--- config.mk ---
export PLATFORM = sky130hd
export DESIGN_NAME = vserr_defer_unit
export DESIGN_NICKNAME = d
export VERILOG_FILES = /design/src/rtl/vdefer_pkg.sv /design/src/rtl/vdefer_qualify.sv /design/src/rtl/vdefer_record.sv /design/src/rtl/vdefer_state.sv /design/src/rtl/vserr_defer_unit.sv
export SDC_FILE = /design/constraint.sdc
export NUM_CORES = 1
export LEC_CHECK = 0
export BUFFER_PORTS_ARGS = -buffer_cell sky130_fd_sc_hd__buf_2
export CAP_MARGIN = 20
export CORE_MARGIN = 2
export CORE_UTILIZATION = 35
export DETAILED_ROUTE_END_ITERATION = 7
export PLACE_DENSITY = 0.81
export RECOVER_POWER = 25
export SLEW_MARGIN = 20
export SYNTH_ARGS = -nofsm -noshare
export SYNTH_HDL_FRONTEND = slang
export SYNTH_SLANG_ARGS = --single-unit
--- constraint.sdc ---
create_clock -name clk -period 1.2 [get_ports clk]
set_clock_uncertainty 0.15 [all_clocks]
set_input_delay 0.24 -clock clk [delete_from_list [all_inputs] [get_ports clk]]
set_output_delay 0.24 -clock clk [all_outputs]
set_load 0.005 [all_outputs]
--- src/rtl/vdefer_pkg.sv ---
package vdefer_pkg;

   // Outcome of one qualification pass
   typedef struct packed {
      logic enabled;   // routing allows virtual errors
      logic pending;   // enabled and injection bit set
      logic masked;    // error cannot be taken now
      logic legal;     // execute arrived in a valid context
      logic fire;      // defer now: write record, drop injection bit
      logic illegal;   // execute arrived out of context
   } vq_t;

endpackage

--- src/rtl/vdefer_qualify.sv ---
module vdefer_qualify
   import vdefer_pkg::*;
#(
   parameter int LVL_W     = 2,
   parameter int GUEST_TOP = 1
) (
   input  logic             exec,
   input  logic             el2_en,
   input  logic [LVL_W-1:0] cur_lvl,
   input  logic             trap_gen,
   input  logic             abort_route,
   input  logic             abort_mask,
   input  logic             halted,
   input  logic             dbg_intdis,
   input  logic             pend_bit,
   output vq_t              q
);
   localparam logic [LVL_W-1:0] TOP_LVL = LVL_W'(GUEST_TOP);

   if (LVL_W < 2) begin : g_bad_lvl
      $error("LVL_W must hold levels 0..3");
   end
   if (GUEST_TOP >= (1 << LVL_W)) begin : g_bad_top
      $error("GUEST_TOP out of range for LVL_W");
   end

   logic in_guest;

   always_comb begin
      in_guest  = (cur_lvl <= TOP_LVL);
      q.enabled = !trap_gen && abort_route;
      q.pending = q.enabled && pend_bit;
      q.masked  = halted || dbg_intdis || abort_mask;
      q.legal   = el2_en && in_guest;
      q.fire    = exec && q.legal && q.pending && q.masked;
      q.illegal = exec && !q.legal;
   end

endmodule

--- src/rtl/vdefer_record.sv ---
module vdefer_record #(
   parameter int SYN_W    = 25,
   parameter int REC_W    = 64,
   parameter int FLAG_BIT = 31
) (
   input  logic [SYN_W-1:0] syn,
   output logic [REC_W-1:0] rec
);
   if (FLAG_BIT >= REC_W) begin : g_bad_flag
      $error("FLAG_BIT must lie inside the record");
   end
   if (SYN_W > FLAG_BIT) begin : g_bad_syn
      $error("syndrome must end below FLAG_BIT");
   end

   for (genvar b = 0; b < REC_W; b++) begin : g_bit
      if (b < SYN_W) begin : g_syn
         assign rec[b] = syn[b];
      end else if (b == FLAG_BIT) begin : g_flag
         assign rec[b] = 1'b1;
      end else begin : g_zero
         assign rec[b] = 1'b0;
      end
   end

endmodule

--- src/rtl/vdefer_state.sv ---
module vdefer_state #(
   parameter int REC_W = 64
) (
   input  logic             clk,
   input  logic             rst,
   input  logic             fire,
   input  logic             illegal_in,
   input  logic             pend_set,
   input  logic [REC_W-1:0] rec_new,
   output logic             pend_q,
   output logic [REC_W-1:0] rec_q,
   output logic             illegal_q
);
   always_ff @(posedge clk) begin
      if (rst) begin
         pend_q    <= 1'b0;
         rec_q     <= '0;
         illegal_q <= 1'b0;
      end else begin
         illegal_q <= illegal_in;
         if (fire) begin
            pend_q <= 1'b0;
            rec_q  <= rec_new;
         end else if (pend_set) begin
            pend_q <= 1'b1;
         end
      end
   end

   // a set with no clear makes the bit 1
   assert_set_takes_R2: assert property (@(posedge clk) disable iff (rst)
      (pend_set && !fire) |=> pend_q);

   // with no set and no clear, a low bit stays low
   assert_pend_stays_low_R7: assert property (@(posedge clk) disable iff (rst)
      (!pend_q && !pend_set) |=> !pend_q);

   // the record only moves on a fire
   assert_record_hold_R10: assert property (@(posedge clk) disable iff (rst)
      !fire |=> $stable(rec_q));

endmodule

--- src/rtl/vserr_defer_unit.sv ---
module vserr_defer_unit
   import vdefer_pkg::*;
#(
   parameter int SYN_W     = 25,
   parameter int REC_W     = 64,
   parameter int FLAG_BIT  = 31,
   parameter int LVL_W     = 2,
   parameter int GUEST_TOP = 1
) (
   input  logic             clk,
   input  logic             rst,
   input  logic             exec_i,
   input  logic             el2_en_i,
   input  logic [LVL_W-1:0] cur_lvl_i,
   input  logic             trap_gen_i,
   input  logic             abort_route_i,
   input  logic             abort_mask_i,
   input  logic             halted_i,
   input  logic             dbg_intdis_i,
   input  logic [SYN_W-1:0] syndrome_i,
   input  logic             pend_set_i,
   output logic             pend_o,
   output logic [REC_W-1:0] record_o,
   output logic             illegal_o
);
   localparam logic [LVL_W-1:0] TOP_LVL = LVL_W'(GUEST_TOP);

   vq_t              qual;
   logic [REC_W-1:0] rec_built;

   vdefer_qualify #(.LVL_W(LVL_W), .GUEST_TOP(GUEST_TOP)) u_qual (
      .exec        (exec_i),
      .el2_en      (el2_en_i),
      .cur_lvl     (cur_lvl_i),
      .trap_gen    (trap_gen_i),
      .abort_route (abort_route_i),
      .abort_mask  (abort_mask_i),
      .halted      (halted_i),
      .dbg_intdis  (dbg_intdis_i),
      .pend_bit    (pend_o),
      .q           (qual)
   );

   vdefer_record #(.SYN_W(SYN_W), .REC_W(REC_W), .FLAG_BIT(FLAG_BIT)) u_rec (
      .syn (syndrome_i),
      .rec (rec_built)
   );

   vdefer_state #(.REC_W(REC_W)) u_state (
      .clk        (clk),
      .rst        (rst),
      .fire       (qual.fire),
      .illegal_in (qual.illegal),
      .pend_set   (pend_set_i),
      .rec_new    (rec_built),
      .pend_q     (pend_o),
      .rec_q      (record_o),
      .illegal_q  (illegal_o)
   );

   // an eligible, masked execute leaves the syndrome and flag in the record
   assert_record_write_R3: assert property (@(posedge clk) disable iff (rst)
      (exec_i && el2_en_i && cur_lvl_i <= TOP_LVL && !trap_gen_i && abort_route_i
       && pend_o && (halted_i || dbg_intdis_i || abort_mask_i))
      |=> (record_o[FLAG_BIT] && record_o[SYN_W-1:0] == $past(syndrome_i)));

   // the same execute drops the injection bit, even against a set
   assert_clear_wins_R4: assert property (@(posedge clk) disable iff (rst)
      (exec_i && el2_en_i && cur_lvl_i <= TOP_LVL && qual.enabled && pend_o
       && qual.masked) |=> !pend_o);

   // an unmasked error never changes the record
   assert_unmasked_quiet_R5: assert property (@(posedge clk) disable iff (rst)
      (exec_i && !qual.masked) |=> $stable(record_o));

   // routing that disables virtual errors never changes the record
   assert_disabled_quiet_R6: assert property (@(posedge clk) disable iff (rst)
      (exec_i && !qual.pending) |=> $stable(record_o));

   // an out-of-context execute flags and leaves the record alone
   assert_illegal_flag_R8: assert property (@(posedge clk) disable iff (rst)
      (exec_i && (!el2_en_i || cur_lvl_i > TOP_LVL))
      |=> (illegal_o && $stable(record_o)));

   // no flag without an out-of-context execute
   assert_flag_quiet_R9: assert property (@(posedge clk) disable iff (rst)
      !(exec_i && !qual.legal) |=> !illegal_o);

endmodule

==> summary.md <==
| Metric | Value |
|---|---|
| Chip height | 70.3 µm |
| IR drop worst, VDD | 0.361 mV |
| Worst Path Required | 1260 ps |
| Initial antenna violation count | 0 |
| Layout area overhead | 22.5% |
| Hold WS | 64.7 ps |
| Synthesized flop and latch total | 28 |
| CP endpoint kind | flip-flop |
| DRT Pass-1 Iters | 4 |
| Leakage | 0.897 nW |
| Number of placement rows | 24 |
| Hold-fix buffers, CTS | 0 |
| Netlist cell types | 14 |
| Clock slew at reported path FFs | 100 ps |
| Crit path kind | reg2reg |
| Place WS | -290 ps |
| Power density over cell area | 905 nW/µm² |
| Cells after Synth | 158 |
| Final core occ | 43.9% |
| Routed vias | 1,095 |
| DR vias/cell | 3.97 |
| Critical path arrival | 1380 ps |
| Number of global-route vias before repair | 969 |
| Combinational Power Share | 11.0% |
| Fin. Hold Viols | 0 |
| DR WL/cell | 9.46 µm |
| HP Class | in2reg |
| Total power | 1.71 mW |
| Psw | 376 µW |
| Die W | 70.3 µm |
| Root buffer cell | clkbuf_8 |
| Total of max-cap violations | 0 |
| Failing checks | negative setup slack |
| YS warnings | 0 |
| Port bufs | 63 |
| Grt total ovfl | 0 |
| Slew Viols, Final | 0 |
| Post-Route WL | 2.61 mm |
| # setup viols final | 28 |
| Detailed placer's ending HPWL | 1.90 mm |
| Layout fillers | 433 |
| Num CTS Buffers | 3 |
| Power Internal | 1.33 mW |
| Nets | 262 |
| Sequential share of the synthesized area | 36.4% |
| Type of origin of the critical path | flip-flop |
| Initial DRC count | 26 |
| Fmax | 756 MHz |
| Gpl congestion | 0.639 |
| RSZ-0062 raised after global routing | yes |
| DRC Markers | 0 |
| N_diodes | 0 |
| GRT Util Overall | 10.6% |
| Post-route ant nets | 0 |
| Initial Util | 35.9% |
| CTS max path bufs | 2 |
| Clock network fraction of total power | 33.9% |
| Crit Path Max Fanout | 13 |
| CTS tree | done |
| CORE AREA | 4290 µm² |
| Mapped cell area | 1540 µm² |
| First-pass GRT wire length | 4.30 mm |
| Share of power burned in registers | 55.1% |
| Setup Total Neg Slack | -2680 ps |
| Worst-Skew Late Latency | 260 ps |
| Tcrit/Tclk final | 110% |
| Mapped Avg Cell Area | 9.75 µm² |
| Final min period | 1320 ps |
| Worst Slack Setup Final | -122 ps |
| Die area | 4950 µm² |
| Sw Share | 22.0% |
| Largest net degree at the start of global routing | 54 |
| H-tree levels | 1 |
| Status | finished with violations |
| Layout cells sized above 1 | 34.8% |
| I/O Pins | 103 |
| CTS sink count | 28 |
## worst paths after layout
check,startpoint,end,slack [ps],depth (start not counted)
setup / recovery,u_state.pend_q,u_state.rec_q[24],-120,5
hold / removal,syndrome_i[22],u_state.rec_q[22],60,3
setup reg to reg,u_state.pend_q,u_state.rec_q[24],-120,5
hold reg to reg,u_state.rec_q[8],u_state.rec_q[8],320,2
## state kept, by name, indices dropped and copies added, names as in the netlist
name               cells
u_state.pend_q         1
u_state.illegal_q      1
u_state.rec_q         26
## worst max-delay path, cell delays in order, from the launching register on
cell and delay, ps:
dfxtp_2 330, nand4b_1 140, nor3_4 170, buf_4 150, buf_12 140, mux2i_1 180
## cell type report
type	instances	area [µm²]	area share, %
well taps	52	65.1	3.45
multi-input cells	121	774	41.0
repair buffers	71	430	22.8
clock buffers	4	55.1	2.92
flip-flops and latches	28	562	29.8
## repair_timing
item,CTS,global route
pin swaps,1,0
cloned,1,0
setup endpoints to repair,28,28
gates resized for setup,3,0
endpoints found under the hold margin,0,0
setup buffers,2,1
## cells in the final DEF, fill, tap and decap left out, drive strengths merged
cell and count:
buf 70, nand2b 51, conb 38, dfxtp 28
mux2i 25, clkbuf 5, nor3 3, nand4b 1
nor2 1, and3b 1, o21ba 1
## logic make-up (layout without fill, tap and decap cells)
family,count (synthesis),in the layout,share of synthesized area (%)
muxes,25,25,16.2
DFF,28,28,36.4
AOI/OAI and AO/OA,1,1,0.650
and+or+nand+nor,57,57,23.4
buffers and inverters,46,75,23.1
other,1,38,0.243
## stage by stage
| stage | area [µm²] | cells |
|---|---|---|
| 2_1_floorplan | 1690 | 195 |
| 3_3_place_gp | 1790 | 269 |
| 5_1_grt | 1890 | 276 |
| 6_report | 1890 | 276 |
| 4_1_cts | 1900 | 276 |
| 3_5_place_dp | 1790 | 269 |
## synthesized netlist by cell type, drive strengths merged
master / n / share of area [%]
clkbuf: 5 / 1.2
buf: 41 / 22
nand2b: 51 / 21
and3b: 1 / 0.57
mux2i: 25 / 16
nor2: 1 / 0.24
dfxtp: 28 / 36
conb: 1 / 0.24
o21ba: 1 / 0.65
nand4b: 1 / 0.57
nor3: 3 / 1.3
## power groups by stage
stage	logic, mW	registers [mW]	clock network [mW]
detailed placement	0.189	0.963	0
global route	0.215	0.943	0.647
CTS	0.195	0.942	0.609
floorplan	0.191	0.964	0
finish	0.188	0.941	0.579
global placement	0.186	0.963	0
## metal layers
layer	vias to the layer above	part of all wire, %	GRT usage (%)
met1	476	43	13.3
met4	0	0.42	3.21
li1	558	-	-
met5	-	0	0
met2	59	46	17.7
met3	2	10	2.74
(Power assumes the default switching activity.)
